## src/rtl/rxs_pkg.sv

```systemverilog
// Shared constants for the receive error statistics block.
// Assumes the counter order below matches the register word order.
package rxs_pkg;
    localparam int NUM_CNT   = 3;
    localparam int IDX_CRC   = 0;   // word 0, byte offset 0x0
    localparam int IDX_RXERR = 1;   // word 1, byte offset 0x4
    localparam int IDX_SHORT = 2;   // word 2, byte offset 0x8
endpackage

```

## src/rtl/rxs_sat_counter.sv

```systemverilog
// Saturating event counter with synchronous clear.
// Behaviour: a clear has priority over an increment, and the count holds
// once it reaches all-ones. Assumes inc and clr are synchronous to clk.
module rxs_sat_counter #(
    parameter int CNT_W = 32
) (
    input  logic             clk,
    input  logic             rst_n,
    input  logic             inc,
    input  logic             clr,
    output logic [CNT_W-1:0] count
);
    localparam logic [CNT_W-1:0] MAX_VAL = '1;

    // Update the count: reset, then clear, then a step that stops at the top.
    always_ff @(posedge clk) begin
        if (!rst_n) begin
            count <= '0;
        end else if (clr) begin
            count <= '0;
        end else if (inc && (count != MAX_VAL)) begin
            count <= count + 1'b1;
        end
    end

    // once at all-ones, the count stays there until a clear arrives
    a_r6_hold_at_max: assert property (@(posedge clk) disable iff (!rst_n)
        (count == MAX_VAL && !clr) |=> (count == MAX_VAL));

    // any clear, even one that meets an increment, leaves zero
    a_r8_clear_wins: assert property (@(posedge clk) disable iff (!rst_n)
        clr |=> (count == '0));

    // an accepted event below the top moves the count up by exactly one
    a_r2_single_step: assert property (@(posedge clk) disable iff (!rst_n)
        (inc && !clr && count != MAX_VAL) |=> (count == $past(count) + 1'b1));

    // with no event and no clear the count does not move
    a_r10_idle_stable: assert property (@(posedge clk) disable iff (!rst_n)
        (!inc && !clr) |=> $stable(count));
endmodule

```

## src/rtl/rxs_rise_detect.sv

```systemverilog
// Rising-edge detector for the PHY receive-error level.
// Keeps a registered copy of the input and flags cycles where the input is
// high and the copy is low. Assumes the input is already synchronous to clk.
module rxs_rise_detect (
    input  logic clk,
    input  logic rst_n,
    input  logic level_in,
    output logic rise
);
    logic level_q;

    // Remember the previous sample of the level.
    always_ff @(posedge clk) begin
        if (!rst_n) level_q <= 1'b0;
        else        level_q <= level_in;
    end

    // Flag the first high cycle of an assertion.
    always_comb rise = level_in && !level_q;

    // a rise is never flagged in two consecutive cycles
    a_r3_one_per_assertion: assert property (@(posedge clk) disable iff (!rst_n)
        rise |=> !rise);

    // a level held high flags nothing in the next cycle
    a_r3_held_level_silent: assert property (@(posedge clk) disable iff (!rst_n)
        (level_in && $past(level_in)) |-> !rise);
endmodule

```

## src/rtl/rxs_frame_classify.sv

```systemverilog
// Turns an end-of-frame report into per-counter increment requests.
// Assumes the strobe is high for one cycle per frame; the flag and length
// are ignored while the strobe is low.
module rxs_frame_classify #(
    parameter int LEN_W   = 16,
    parameter int MIN_LEN = 64
) (
    input  logic             eof_valid,
    input  logic             eof_crc_bad,
    input  logic [LEN_W-1:0] eof_len,
    output logic             crc_hit,
    output logic             short_hit
);
    localparam logic [LEN_W-1:0] MIN_LEN_V = LEN_W'(MIN_LEN);

    // Qualify both frame classes with the strobe; they may fire together.
    always_comb begin
        crc_hit   = eof_valid && eof_crc_bad;
        short_hit = eof_valid && (eof_len < MIN_LEN_V);
    end

    // no frame class is reported without the strobe
    always_comb begin
        a_r10_needs_strobe: assert (eof_valid || !(crc_hit || short_hit));
    end
endmodule

```

## src/rtl/rxs_reg_decode.sv

```systemverilog
// Register bus decode for the counter bank.
// Counters sit at consecutive 32-bit words from byte offset 0. Only aligned
// hits are decoded. A write produces a one-cycle clear for the addressed
// counter; reads are combinational and zero-extended.
module rxs_reg_decode #(
    parameter int NUM   = 3,
    parameter int CNT_W = 32,
    parameter int ADDR_W = 8,
    parameter int DATA_W = 32
) (
    input  logic                      clk,
    input  logic                      rst_n,
    input  logic [ADDR_W-1:0]         addr,
    input  logic                      wr_en,
    input  logic [NUM-1:0][CNT_W-1:0] counts,
    output logic [NUM-1:0]            clr_vec,
    output logic [DATA_W-1:0]         rd_data
);
    localparam int WORD_W = ADDR_W - 2;

    logic [WORD_W-1:0] word_idx;
    logic              aligned;
    logic [NUM-1:0]    sel;

    // Split the byte address into word index and alignment.
    always_comb begin
        word_idx = addr[ADDR_W-1:2];
        aligned  = (addr[1:0] == 2'b00);
    end

    // Build one select line per counter word.
    for (genvar g = 0; g < NUM; g++) begin : g_sel
        always_comb sel[g] = aligned && (word_idx == WORD_W'(g));
    end

    // Writes turn the select into a clear for that counter only.
    always_comb clr_vec = wr_en ? sel : '0;

    // Return the selected counter, zero-extended, or zero on a miss.
    always_comb begin
        rd_data = '0;
        for (int i = 0; i < NUM; i++) begin
            if (sel[i]) rd_data[CNT_W-1:0] = counts[i];
        end
    end

    // a write never clears more than one counter
    a_r7_single_clear: assert property (@(posedge clk) disable iff (!rst_n)
        $onehot0(clr_vec));

    // without a write no clear is issued
    a_r9_no_clear_without_write: assert property (@(posedge clk) disable iff (!rst_n)
        !wr_en |-> (clr_vec == '0));

    // an address that selects no counter reads as zero
    a_r9_miss_reads_zero: assert property (@(posedge clk) disable iff (!rst_n)
        (sel == '0) |-> (rd_data == '0));
endmodule

```

## src/rtl/rx_err_stats.sv

```systemverilog
// Receive error statistics counter bank (top level).
// Three saturating counters: CRC-failed frames, PHY error assertions and
// short frames. Each counter is cleared by any bus write to its word.
// Assumes all inputs are synchronous to clk and CNT_W <= DATA_W.
module rx_err_stats #(
    parameter int CNT_W   = 32,
    parameter int LEN_W   = 16,
    parameter int MIN_LEN = 64,
    parameter int ADDR_W  = 8,
    parameter int DATA_W  = 32
) (
    input  logic              clk,
    input  logic              rst_n,
    input  logic              eof_valid,
    input  logic              eof_crc_bad,
    input  logic [LEN_W-1:0]  eof_len,
    input  logic              phy_rx_err,
    input  logic [ADDR_W-1:0] bus_addr,
    input  logic              bus_wr_en,
    input  logic [DATA_W-1:0] bus_wr_data,
    output logic [DATA_W-1:0] bus_rd_data
);
    import rxs_pkg::*;

    logic                          crc_hit;
    logic                          short_hit;
    logic                          err_rise;
    logic [NUM_CNT-1:0]            inc_vec;
    logic [NUM_CNT-1:0]            clr_vec;
    logic [NUM_CNT-1:0][CNT_W-1:0] counts;
    logic                          wr_data_unused;

    // The write data carries no meaning: any value clears.
    always_comb wr_data_unused = ^bus_wr_data;

    rxs_frame_classify #(
        .LEN_W   (LEN_W),
        .MIN_LEN (MIN_LEN)
    ) u_classify (
        .eof_valid   (eof_valid),
        .eof_crc_bad (eof_crc_bad),
        .eof_len     (eof_len),
        .crc_hit     (crc_hit),
        .short_hit   (short_hit)
    );

    rxs_rise_detect u_err_edge (
        .clk      (clk),
        .rst_n    (rst_n),
        .level_in (phy_rx_err),
        .rise     (err_rise)
    );

    // Route each event source to its counter slot.
    always_comb begin
        inc_vec            = '0;
        inc_vec[IDX_CRC]   = crc_hit;
        inc_vec[IDX_RXERR] = err_rise;
        inc_vec[IDX_SHORT] = short_hit;
    end

    for (genvar g = 0; g < NUM_CNT; g++) begin : g_cnt
        rxs_sat_counter #(
            .CNT_W (CNT_W)
        ) u_cnt (
            .clk   (clk),
            .rst_n (rst_n),
            .inc   (inc_vec[g]),
            .clr   (clr_vec[g]),
            .count (counts[g])
        );
    end

    rxs_reg_decode #(
        .NUM    (NUM_CNT),
        .CNT_W  (CNT_W),
        .ADDR_W (ADDR_W),
        .DATA_W (DATA_W)
    ) u_regs (
        .clk     (clk),
        .rst_n   (rst_n),
        .addr    (bus_addr),
        .wr_en   (bus_wr_en),
        .counts  (counts),
        .clr_vec (clr_vec),
        .rd_data (bus_rd_data)
    );

    // a short frame with a bad CRC moves both frame counters together
    a_r5_dual_count: assert property (@(posedge clk) disable iff (!rst_n)
        (crc_hit && short_hit) |-> (inc_vec[IDX_CRC] && inc_vec[IDX_SHORT]));

    // the cycle after reset, every counter is zero
    a_r1_reset_zero: assert property (@(posedge clk)
        !rst_n |=> (counts == '0));
endmodule

```

## config.mk

```make
export PLATFORM = sky130hd
export DESIGN_NAME = rx_err_stats
export DESIGN_NICKNAME = d
export VERILOG_FILES = /design/src/rtl/rxs_pkg.sv /design/src/rtl/rxs_sat_counter.sv /design/src/rtl/rxs_rise_detect.sv /design/src/rtl/rxs_frame_classify.sv /design/src/rtl/rxs_reg_decode.sv /design/src/rtl/rx_err_stats.sv
export SDC_FILE = /design/constraint.sdc
export NUM_CORES = 1
export LEC_CHECK = 0
export BUFFER_PORTS_ARGS = -buffer_cell sky130_fd_sc_hd__buf_2
export CAP_MARGIN = 20
export CORE_ASPECT_RATIO = 2
export CORE_MARGIN = 1.5
export CORE_UTILIZATION = 51
export CTS_CLUSTER_SIZE = 12
export DETAILED_ROUTE_END_ITERATION = 10
export GPL_TIMING_DRIVEN = 0
export PLACE_DENSITY = 0.73
export SLEW_MARGIN = 20
export SYNTH_ARGS = -nofsm -noshare
export SYNTH_HDL_FRONTEND = slang
export SYNTH_SLANG_ARGS = --single-unit
```

## constraint.sdc

```tcl
create_clock -name clk -period 2.35 [get_ports clk]
set_input_delay 0.235 -clock clk [delete_from_list [all_inputs] [get_ports clk]]
set_output_delay 0.235 -clock clk [all_outputs]
set_load 0.02 [all_outputs]
```

==> results of run 1 <==
==> layout make-up <==
| cell class | count | area share |
|---|---|---|
| Multi-Input combinational cell | 599 | 0.555 |
| Sequential cell | 97 | 0.288 |
| Timing Repair Buffer | 60 | 0.0471 |
| Clock buffer | 9 | 0.0334 |
| Buffer | 40 | 0.0265 |
| Tap cell | 142 | 0.0263 |
| Clock inverter | 7 | 0.0180 |
| Inverter | 10 | 0.00557 |
==> cells by family after synthesis <==
kind of cell / after synthesis
XOR/XNOR: 25
multiplexers: 37
AND/OR/NAND/NOR: 353
buffers and inverters: 51
adder cells (fa/ha/maj): 3
flip-flops: 97
AO/OA/AOI/OAI: 181
==> state kept, by name (all words and copies together) (netlist names) <==
signal	flops
g_cnt.u_cnt.count	96
u_err_edge.level_q	1
==> per-layer routing <==
metal / track usage / wire length, um / up-vias
met2: 0.541 / 9440 / 230
met5: 0 / 0 / -
li1: - / - / 2921
met1: 0.297 / 6450 / 2910
met4: 0.200 / 1080 / 0
met3: 0.0401 / 752 / 78
==> worst max-delay path, delay by kind of cell, from the launching register on <==
| family | cells | cell delay (ns) |
|---|---|---|
| AO/OA/AOI/OAI | 3 | 0.78 |
| adder cells (fa/ha/maj) | 1 | 0.26 |
| buffers and inverters | 1 | 0.24 |
| flip-flops | 1 | 0.45 |
| AND/OR/NAND/NOR | 2 | 0.45 |
==> placed cells by master, fill, tap and decap left out, types with 4 or more instances in the layout <==
cell and n:
nor2_1 105, o31ai_1 9, buf_2 59, a21oi_1 89
buf_1 5, and3_1 13, o211ai_1 9, nand4_1 24
or3_1 39, a31oi_1 4, inv_1 10, nand3_1 39
or4_1 19, nand2_1 50, xor2_1 9, and4_1 19
a31o_2 4, clkbuf_1 23, and2_1 7, nor3_1 6
a211oi_1 6, mux2i_1 37, nor4_1 4, o21ai_0 42
xnor2_1 16, dfxtp_1 94, buf_4 10, clkbuf_16 9
==> path summary, 6_finish.rpt <==
path / startpoint / to
setup reg to reg: g_cnt[1].u_cnt.count[0]$_SDFFE_PP0P_ / g_cnt[1].u_cnt.count[29]$_SDFFE_PP0P_
hold / removal: rst_n / u_err_edge.level_q$_SDFF_PN0_
setup / recovery: g_cnt[1].u_cnt.count[0]$_SDFFE_PP0P_ / g_cnt[1].u_cnt.count[29]$_SDFFE_PP0P_
hold reg to reg: g_cnt[0].u_cnt.count[9]$_SDFFE_PP0P_ / g_cnt[0].u_cnt.count[9]$_SDFFE_PP0P_
==> power by group through the flow <==
| stage | Sequential, mW | Clock, mW | Combinational, mW |
|---|---|---|---|
| 2_1_floorplan | 1.69 | 0 | 0.105 |
| 3_3_place_gp | 1.70 | 0 | 0.158 |
| 3_5_place_dp | 1.70 | 0 | 0.164 |
| 4_1_cts | 1.66 | 1.76 | 0.166 |
| 5_1_grt | 1.66 | 1.84 | 0.182 |
| 6_report | 1.66 | 1.74 | 0.169 |
==> repair_timing <==
| item | in CTS | in global routing |
|---|---|---|
| buffers inserted | 1 | 6 |
| pin swaps | 2 | 7 |
| gates resized for setup | 7 | 8 |
| endpoints found under the setup margin | 43 | 40 |
==> stage by stage <==
| step | std cells | power (mW) |
|---|---|---|
| after global placement | 942 | 1.85 |
| after detailed placement | 942 | 1.86 |
| after floorplan | 747 | 1.80 |
| after CTS | 959 | 3.58 |
| after global routing | 964 | 3.68 |
| final | 964 | 3.57 |
==> flow_results.org, run 1 <==
** Synth
- Share of cell area taken by muxes after synthesis :: 0.0634
- Synthesis produced a netlist whose cell count is 747.
- Cell with the most instances after synthesis :: nor2_1
- Yosys Warn Count :: 0
- Averaged over all synthesized cells, the footprint is approximately 8 sq um.
- Of the total synthesized cell area, the portion taken by AND, OR, NAND and NOR gates is 0.337.
- The synthesized design contains 0 enable-type register cells.
- After synthesis the netlist holds a flip-flop and latch count of 97.
- The biggest area contributor in the post-synthesis netlist is dfxtp_1.
- Top-area cell type share of the netlist area :: 0.332
- By area, the combinational part of the netlist is dominated by simple AND/OR/NAND/NOR gates.
- Count of unique library cells instantiated by Yosys :: 57
- Of all flip-flops after synthesis, the portion carrying an async set or reset was 0.
- Adder and majority gate portion of the synthesized area :: 0.00643
- Main flop type after synthesis :: dfxtp_1
- Summing every instance area after synthesis gives 5840 sq um.
- Commonest cells in the netlist :: 105 x nor2_1, 97 x dfxtp_1, 89 x a21oi_1, 50 x nand2_1, 42 x o21ai_0
- Post-synthesis sequential area ratio :: 0.332
- Xor/xnor cell area share of the yosys netlist :: 0.0375
- Synth Net Count :: a little over 800
- Share of the synthesized area in compound gates (AO/OA/AOI/OAI) :: 0.187
- In the post-synthesis netlist, the biggest area contributors are dfxtp_1 33%, a21oi_1 7.6%, nor2_1 6.7%, mux2i_1 6.3%, or3_1 4.2%.

** Timing
- Worst relative slew slack :: 0.376
- Slew at the pin with the worst max-slew slack :: 0.924 ns
- Ratio of final minimum period to clock period :: 0.970
- Based on the critical path, the design can be clocked at up to ~440 MHz.
- The worst path needs between 2 and 2.5 ns of the cycle, external delays included.
- Final setup violation count :: 0
- RSZ-0062 raised after global routing :: true
- After layout, the worst setup slack is 0.0699 ns.
- Number of max-slew violations in the final report :: 0
- In the final timing run, aggregate negative setup slack is 0 ns.
- Hold is met by roughly 0.17 ns.
- Endpoints failing hold :: 0
- Final clock skew :: about 0.012 ns

** Setup path
- Top fanout value on the critical path :: 6
- Crit path capture type :: register
- Type of origin of the critical path :: register
- Worst-path cell chain :: ha_1 -> and4_1 -> clkbuf_1 -> nand4_1 -> o211ai_1 -> o21ai_0 -> a21oi_1
- For the worst flop-to-flop path, the logic depth is 7.
- The worst register-to-register path has a setup slack of between 0.06 and 0.07 ns.
- The worst setup path is of the register to register kind.
- In this design, the stage delay of the slowest critical-path cell is 0.45 ns.
- The slowest stage of the critical path belongs to the cell dfxtp_1.
- Data required, critical path :: about 2.6 ns
- Data arrives at the worst endpoint at 2.53 ns.

** Hold path
- In this run the worst hold path is classified as input pin to register.
- Min-Delay Path Depth :: 2

** Floorplan
- The floorplan step set the die height to between 150 and 200 um.
- Ports :: 94
- Core area :: ~11000 sq um
- Die span in x :: just under 80 um
- The initial utilization of the core area, before any placement, comes to 0.521.
- Die area :: 12100 sq um
- Floorplan row count :: 55

** Finish
- P&R area growth vs syn :: 15.5%
- Final nets :: around 880
- Summing all multi-input logic gate instances after layout gives around 3700 sq um.
- Fill count :: a little over 1000
- In the final layout, the share of cells above drive strength 1 is 0.147.
- Register cell area after layout :: about 1900 sq um
- Measured on the finished design, the core utilization comes to 0.601.
- Count of inserted antenna diode cells :: 0
- The finished cells cover roughly 6700 sq um.

** Clock tree
- The number of clock buffers added by TritonCTS is 9.
- After clock tree synthesis, the clock-pin slew on the worst setup and hold paths is about 0.07 ns.
- The clock passes through at most 2 buffers.
- The clock drives 97 sinks.
- Clock latency on the worst-skew pair, taken at its later pin, is 0.35 ns.
- Number of hold-repair buffers added at the cts stage :: 0
- The tree is rooted in a clkbuf_16.
- Clock tree from TritonCTS :: built
- In this run the number of H-tree levels came out at 3.

** Detailed routing
- The first detailed-routing pass took 5 iterations.
- Remaining antenna violation count after routing :: 0
- Overall routed net length :: approximately 18 mm
- In the final routed layout, each cell accounts on average for between 15 and 20 um.
- After detailed routing, the number of remaining DRC violations is 0.
- The routed layout has between 6000 and 7000 vias.
- Initial DRC count :: about 300
- Using the TritonRoute via totals, the vias-per-cell ratio works out to roughly 6.4.

** Global routing
- The number of antenna violations at the first check in global routing was 0.
- Maximum number of pins on one net before global-route repair :: 18
- Number of global-route vias before repair :: ~6000
- Global-route congestion overflow total :: 0
- Overall global routing resource usage :: 0.294
- First-pass GRT wire length :: roughly 28 mm

** Power and ir drop
- Sw Pwr :: 814 uW
- VDD sags by at most around 0.34 mV.
- The internal power of the cells totals between 2 and 3 mW.
- Comb power frac :: 0.047
- Sequential power share :: 0.465
- Of the total power, the share spent switching nets is 0.228.
- Of the total power, the clock network draws 0.488.
- Leakage power :: about 2.4 nW
- In this run the power density over the cells is approximately 530 nW/um^2.

** Placed design
- Routability-driven placement finished with a final weighted congestion of 0.935.
- DPL Wire Length :: 13.6 mm
- In this run the cell area measured after placement is roughly 6300 sq um.
- Port buffering added 53 buffers.
- Post-placement worst setup slack :: -0.405 ns

** Run status
- The flow ran to the end, and the final reports show no timing, DRC or antenna violations.

** Job
- Max-capacitance violation count :: 0
Note: power is estimated with default switching activity, not from simulation.
==> inputs of run 2 (changes only) <==
--- a/config.mk
+++ b/config.mk
@@ -14,6 +14,7 @@
 export DETAILED_ROUTE_END_ITERATION = 10
 export GPL_TIMING_DRIVEN = 0
 export PLACE_DENSITY = 0.73
+export RECOVER_POWER = 100
 export SLEW_MARGIN = 20
 export SYNTH_ARGS = -nofsm -noshare
 export SYNTH_HDL_FRONTEND = slang
==> flow_results.org, run 2 (synthesis gave the netlist of run 1 again) <==
** Timing
- The final hold violation count was 0.
- Dividing the final minimum period by the clock period gives 0.967.
- Worst relative slew slack :: 0.366
- Achievable Freq :: 440 MHz
- Setup TNS :: 0 ns
- Setup violations remaining at the end of the flow were counted as 0.
- Between clock sinks in the finished design, the worst skew comes to approximately 0.012 ns.
- Number of max-slew violations in the final report :: 0
- Setup repair after global routing could not meet its margin everywhere.
- Final Hold Slack :: approximately 0.16 ns
- Clock period minus final worst setup slack :: around 2.3 ns
- Slew at the pin with the worst max-slew slack :: around 0.94 ns

** Detailed routing
- After detailed routing, the average wire length per cell comes to roughly 18 um.
- Remaining antenna violation count after routing :: 0
- Before antenna repair, the detailed router went through 6 iterations.
- The first routing iteration left 269 violations.
- Vias per std cell :: roughly 6.4
- Via count :: a little over 6000
- For this block, the routed nets add up to between 15 and 20 mm of wire.
- Remaining routing DRC violations :: 0

** Floorplan
- Chip Height :: about 150 um
- The initial utilization of the core area, before any placement, comes to 0.521.
- The total area inside the core boundary comes to between 10000 and 15000 sq um.
- Floorplan row count :: between 50 and 60
- Die span in x :: between 70 and 80 um
- Ports :: 94
- The die covers 12100 sq um.

** Run status
- Run status :: finished clean

** Setup path
- Top fanout value on the critical path :: 6
- STA classifies the critical path endpoint as a register.
- Cell type of the slowest stage on the worst timing path :: dfxtp_1
- For the worst setup path, the data required time is 2.60 ns.
- The worst register-to-register path begins at g_cnt[1].u_cnt.count[0]$_SDFFE_PP0P_.
- Stage delay of the slowest cell on the critical path :: ~0.45 ns
- The cell family contributing the most delay on the critical path is compound AO/OA/AOI/OAI gates.
- STA classifies the critical path startpoint as a register.
- The worst setup path is of the register to register kind.
- Worst-path cell chain :: ha_1 -> and4_1 -> clkbuf_1 -> nand4_1 -> o211ai_1 -> o21ai_0 -> a21oi_1
- Start point of the critical path :: g_cnt[1].u_cnt.count[0]$_SDFFE_PP0P_
- Arrival time reported for the critical path endpoint :: roughly 2.5 ns
- Number of buffers and inverters on the critical path :: 1

** Finish
- The net count of the finished layout is roughly 880.
- After filler insertion, the fill cell instance count of the layout stands at 1037.
- The register with the most flip-flops in the layout has 96 of them.
- g_cnt.u_cnt.count holds more flip-flops than any other register.
- Fraction of layout cells with a size suffix above 1 :: 0.120
- P&R area growth vs syn :: 14.5%
- Summing all flip-flop and latch instances after layout gives about 2000 sq um.
- The library cell used most frequently in the layout, excluding fill and tap cells, is nor2_1.
- Most used cells in the layout excluding fill and tap cells :: 105 x nor2_1, 94 x dfxtp_1, 89 x a21oi_1
- The multi-input combinational cells in the finished layout cover a total of around 3700 sq um.
- The repair_antennas step left the layout with diodes totalling 0.
- Largest registers :: g_cnt.u_cnt.count: 96 flops, u_err_edge.level_q: 1 flops

** Power and ir drop
- The share of total power dissipated in sequential elements is 0.465.
- Summed over all cells, the static leakage comes to roughly 2.2 nW.
- Sw Share :: 0.227
- Of the total power, the clock network draws 0.487.
- Total power for the finished layout comes to approximately 3.6 mW.
- Power density relative to cell area :: ~530 nW/um^2
- Sw Pwr :: roughly 810 uW
- Internal Pwr Total :: roughly 2.8 mW
- IR Drop Worst-Case VDD :: 0.336 mV
- Comb power frac :: 0.047

** Clock tree
- TritonCTS built the clock tree.
- Buffers inserted to repair hold after CTS numbered 0.
- CTS built an H-tree with a depth of 3.
- Buffers inserted during clock tree synthesis total 9.
- Clock Root Buffer :: clkbuf_16
- Clk slew on worst S/H paths :: 0.07 ns
- The later pin in the worst-skew pair is clocked with a latency of between 0.3 and 0.4 ns.
- TritonCTS sink count :: between 90 and 100
- In this run the deepest clock path goes through 2 buffers.

** Global routing
- Overall global routing resource usage :: 0.294
- Global-route congestion overflow total :: 0
- Maximum number of pins on one net before global-route repair :: 18
- The number of global-route vias before repair was 5989.
- The number of antenna violations at the first check in global routing came to 0.
- The first global-routing pass estimated 28.4 mm of wire.

** Hold path
- Hold Crit Class :: input pin to register
- The startpoint identified for the worst hold timing path is rst_n.

** Placed design
- In this run the tool buffered the top-level ports with 53 buffer cells.
- GPL Wtd Cong :: 0.935
- Detailed placement finished with a half-perimeter wire length of 13.6 mm.

** Job
- Across the run, the number of max-cap violations was 0.
==> run 2: changes by cell type in the layout (fill, tap and decap cells not counted), moves of 3 or more <==
| cell | change |
|---|---|
| clkbuf_1 | +22 |
| buf_2 | -34 |
| buf_4 | -3 |
| clkbuf_2 | +16 |
==> run 2: worst paths after layout <==
kind                            slack (ns)  cells past startpoint                                     to
worst max-delay path                  0.08                      7  g_cnt[1].u_cnt.count[29]$_SDFFE_PP0P_
worst max register to register        0.08                      7  g_cnt[1].u_cnt.count[29]$_SDFFE_PP0P_
worst min register to register        0.51                      2  g_cnt[1].u_cnt.count[31]$_SDFFE_PP0P_
worst min-delay path                  0.16                      2          u_err_edge.level_q$_SDFF_PN0_
==> run 2: cell type report <==
type	count	share of cell area
Tap cell	142	0.0266
Clock inverter	7	0.0182
Timing Repair Buffer	60	0.0432
Inverter	10	0.00561
Clock buffer	9	0.0337
Buffer	40	0.0260
Sequential cell	97	0.291
Multi-Input combinational cell	599	0.556
==> run 2: per-stage QoR <==
stage,utilization,setup WS (ns),instance area (sq um),instances
4_1_cts,0.595,0.00683,6680,959
5_1_grt,0.596,-0.0373,6690,964
6_report,0.596,0.0780,6690,964
2_1_floorplan,-,0.297,5840,747
3_3_place_gp,0.560,-0.221,6280,942
3_5_place_dp,0.560,-0.405,6280,942
==> run 2: layer usage <==
layer  wire length (um)  track usage
met5                  0            0
met2               9440        0.541
met3                714       0.0401
met4               1020        0.200
met1               6550        0.297
==> run 2: power by group through the flow <==
stage,sequential [mW],combinational (mW),clock (mW)
after global placement,1.70,0.158,0
after CTS,1.66,0.166,1.76
after detailed placement,1.70,0.164,0
after global routing,1.66,0.181,1.84
final,1.66,0.168,1.74
after floorplan,1.69,0.105,0
==> run 2: what timing repair did <==
action | in CTS | in global routing
hold endpoints to repair | 0 | 0
resized for setup | 7 | 8
buffers inserted | 1 | 6
pin swaps | 2 | 7
endpoints found under the setup margin | 43 | 40
==> inputs of run 3 (changes only) <==
--- a/config.mk
+++ b/config.mk
@@ -5,15 +5,16 @@
 export SDC_FILE = /design/constraint.sdc
 export NUM_CORES = 1
 export LEC_CHECK = 0
+export ABC_AREA = 1
 export BUFFER_PORTS_ARGS = -buffer_cell sky130_fd_sc_hd__buf_2
 export CAP_MARGIN = 20
 export CORE_ASPECT_RATIO = 2
-export CORE_MARGIN = 1.5
+export CORE_MARGIN = 2
 export CORE_UTILIZATION = 51
 export CTS_CLUSTER_SIZE = 12
 export DETAILED_ROUTE_END_ITERATION = 10
 export GPL_TIMING_DRIVEN = 0
-export PLACE_DENSITY = 0.73
+export PLACE_DENSITY = 0.72
 export RECOVER_POWER = 100
 export SLEW_MARGIN = 20
 export SYNTH_ARGS = -nofsm -noshare
==> flow_results.org, run 3 <==
** Setup path
- Class of the most critical setup path :: input pin to output port
- Crit path capture type :: output port
- Data required, critical path :: between 2 and 2.5 ns
- Top fanout value on the critical path :: 10
- On the critical path, the stage with the largest delay is an instance of buf_1.
- Type of origin of the critical path :: input pin
- Count of cells along the worst register-to-register path :: 11
- For the worst setup path, the data arrival time is 2.03 ns.
- Worst-path cell chain :: buf_2 -> nor2_1 -> nand2_1 -> nor2_1 -> nand3_1 -> buf_1 -> nand3_1 -> o21ai_0 -> inv_1 -> clkbuf_2
- Stage delay of the slowest cell on the critical path :: around 0.36 ns

** Timing
- Setup TNS :: 0 ns
- Achievable Freq :: ~440 MHz
- The worst pin sits at a relative slew slack of 0.514.
- Final clock skew :: about 0.008 ns
- Setup violations remaining at the end of the flow were counted as 0.
- Number of max-slew violations in the final report :: 0
- RSZ-0062 raised after global routing :: false
- Endpoints failing hold :: 0
- Post-route worst setup slack :: 0.0824 ns
- Ratio of final minimum period to clock period :: 0.965
- Clock period minus final worst setup slack :: about 2.3 ns
- Final Hold Slack :: 0.0625 ns
- At the pin with the least slew margin, the transition time is approximately 0.73 ns.

** Clock tree
- After clock tree synthesis, the clock-pin slew on the worst setup and hold paths is ~0.07 ns.
- Worst-skew pair later-pin latency :: ~0.36 ns
- The H-tree was split into 3 levels.
- Number of buffers created by CTS :: 9
- For this design, the CTS-stage hold fixing added 0 buffers.
- TritonCTS sink count :: 97
- Post-CTS setup buffer count :: 0
- CTS placed an instance of clkbuf_16 at the clock tree root.
- Counting along the longest clock path gives a buffer depth of 2.
- Count of cells resized by post-cts repair :: 0
- Clock tree from TritonCTS :: built

** Global routing
- For this run, the total global-route usage over all layers was measured as 0.309.
- Global-route congestion overflow total :: 0
- The number of antenna violations at the first check in global routing is 0.
- The number of global-route vias before repair is just over 7000.
- The first global-routing pass estimated between 30 and 40 mm of wire.
- Maximum number of pins on one net before global-route repair :: 16

** Placed design
- # port buffers :: 55
- Routability-driven placement finished with a final weighted congestion of 1.07.
- Placed Instance Area :: between 7000 and 8000 sq um
- Cell Count Post-Placement :: approximately 1400
- Post-placement worst setup slack :: roughly 0.11 ns
- DPL Wire Length :: 17.7 mm

** Synth
- After synthesis, the cell types taking the most area are dfxtp_1 27%, nand2_1 24%, nor2_1 12%, inv_1 6.1%, a21oi_1 4.3%.
- Number of flops mapped to enable cells by yosys :: 0
- Cell area after synthesis :: ~7100 sq um
- Counting distinct cell types in the post-synthesis netlist gives 36.
- Of the post-synthesis cell area, the dominant cell type holds 0.274.
- The share of the Yosys chip area taken by registers is 0.274.
- In the synthesized netlist, the cells that appear most often are 450 x nand2_1, 217 x nor2_1, 116 x inv_1, 97 x dfxtp_1, 61 x a21oi_1.
- Proportion of synthesized flip-flops having asynchronous set or reset :: 0
- Yosys Warn Count :: 0
- Dividing the synthesized area by the synthesized cell count gives about 5.8 sq um.
- Most area-hungry cell type in the Yosys netlist :: dfxtp_1
- In the synthesized netlist, the number of instances is roughly 1200.
- Cell with the most instances after synthesis :: nand2_1
- When the netlist entered floorplanning its net count stood at 1278.
- Main flop type after synthesis :: dfxtp_1
- After synthesis the netlist holds a flip-flop and latch count of 97.

** Detailed routing
- Vias per std cell :: between 5 and 6
- First-pass detailed-route iteration total :: 5
- Remaining antenna violation count after routing :: 0
- Initial DRC count :: slightly below 700
- In the final routed layout, each cell accounts on average for around 15 um.
- The routed layout has 7879 vias.
- Overall routed net length :: around 22 mm
- Remaining routing DRC violations :: 0

** Floorplan
- Ports :: 94
- Core area :: between 10000 and 15000 sq um
- Die area :: 14900 sq um
- The floorplan step set the die height to between 150 and 200 um.
- Floorplan row count :: a little over 60
- For this configuration, the core starts out at a cell density of 0.515.
- The floorplan step set the die width to 87.3 um.

** Power and ir drop
- IR Drop Worst-Case VDD :: 0.371 mV
- Total design power :: between 3 and 4 mW
- Leakage power :: 2.87 nW
- In this run the power density over the cells is about 430 nW/um^2.

** Finish
- Leaving out fill and tap cells, the most frequent cell in the layout is nand2_1.
- With fillers left out, the area of the finished cells amounts to approximately 8000 sq um.
- Of the cells placed in the final design, the portion with a size suffix greater than 1 is 0.104.
- Excluding fillers, the count of instances in the completed layout stands at between 1000 and 1500.
- Count of inserted antenna diode cells :: 0
- The largest registers in the layout are g_cnt.u_cnt.count: 96 flops, u_err_edge.level_q: 1 flops.
- Counting flops per register, the top entry is g_cnt.u_cnt.count.
- Final nets :: approximately 1300
- Once layout is complete, the utilization of the core stands at 0.568.
- Leaving out fill and tap cells, the most frequent cells in the layout are 451 x nand2_1, 217 x nor2_1, 117 x inv_1.
- Number of flip-flops under the largest register name :: 96
- P&R area growth vs syn :: 10.3%

** Run status
- The flow ran to the end, and the final reports show no timing, DRC or antenna violations.

** Job
- Max-cap violations in this run came to 0.

** Hold path
- Counting instances, the worst hold path has a depth of 3.
- Hold Crit Class :: input pin to register
run 3: cell count changes after synthesis, moves of 15 or more:
| cell | change |
|---|---|
| o21ai_0 | -20 |
| nand2_1 | +400 |
| or4_1 | -19 |
| a21oi_1 | -28 |
| a21oi_2 | +22 |
| and4_1 | -19 |
| nand2_2 | +24 |
| inv_1 | +106 |
| xor2_1 | +22 |
| mux2i_1 | -37 |
| nand3_1 | +15 |
| nor2_1 | +112 |
| or3_1 | -39 |
run 3: area by class of cell:
| cell class | count | area, sq um |
|---|---|---|
| clock buffers | 12 | 256 |
| fillers | 1479 | 5930 |
| clock inverters | 4 | 51.3 |
| flip-flops and latches | 97 | 1940 |
| well taps | 157 | 196 |
| plain buffers | 29 | 189 |
| multi-input cells | 962 | 4450 |
| inverters | 125 | 472 |
| repair buffers | 55 | 248 |
run 3: path summary, 6_finish.rpt:
check / start / to / slack, ns
worst max-delay path: bus_addr[5] / bus_rd_data[21] / 0.08
worst min register to register: g_cnt[0].u_cnt.count[30]$_SDFFE_PP0P_ / g_cnt[0].u_cnt.count[30]$_SDFFE_PP0P_ / 0.50
worst max register to register: g_cnt[2].u_cnt.count[1]$_SDFFE_PP0P_ / g_cnt[2].u_cnt.count[16]$_SDFFE_PP0P_ / 0.13
worst min-delay path: phy_rx_err / u_err_edge.level_q$_SDFF_PN0_ / 0.06
run 3: logic make-up after synthesis:
family,Yosys count,synth area share
simple gates,786,0.459
buf+inv,154,0.0959
compound gates,133,0.116
flops,97,0.274
xor+xnor,40,0.0495
fa+ha+maj,3,0.00530
run 3: worst max-delay path, delay by kind of cell:
kind                   cells  cell delay [ns]
and+or+nand+nor            5             0.93
buffers and inverters      4             0.71
AOI/OAI and AO/OA          1             0.14
run 3: report_power, final:
part	total, mW	internal, mW	switching [mW]
Clock	1.57	0.884	0.685
Combinational	0.169	0.0515	0.118
Sequential	1.65	1.65	0.00678
Total	3.39	2.58	0.809
run 3: per-layer routing:
| metal | part of all wire | track usage |
|---|---|---|
| met1 | 0.42 | 0.407 |
| met2 | 0.46 | 0.475 |
| met3 | 0.062 | 0.0386 |
| met4 | 0.057 | 0.183 |
| met5 | 0 | 0 |
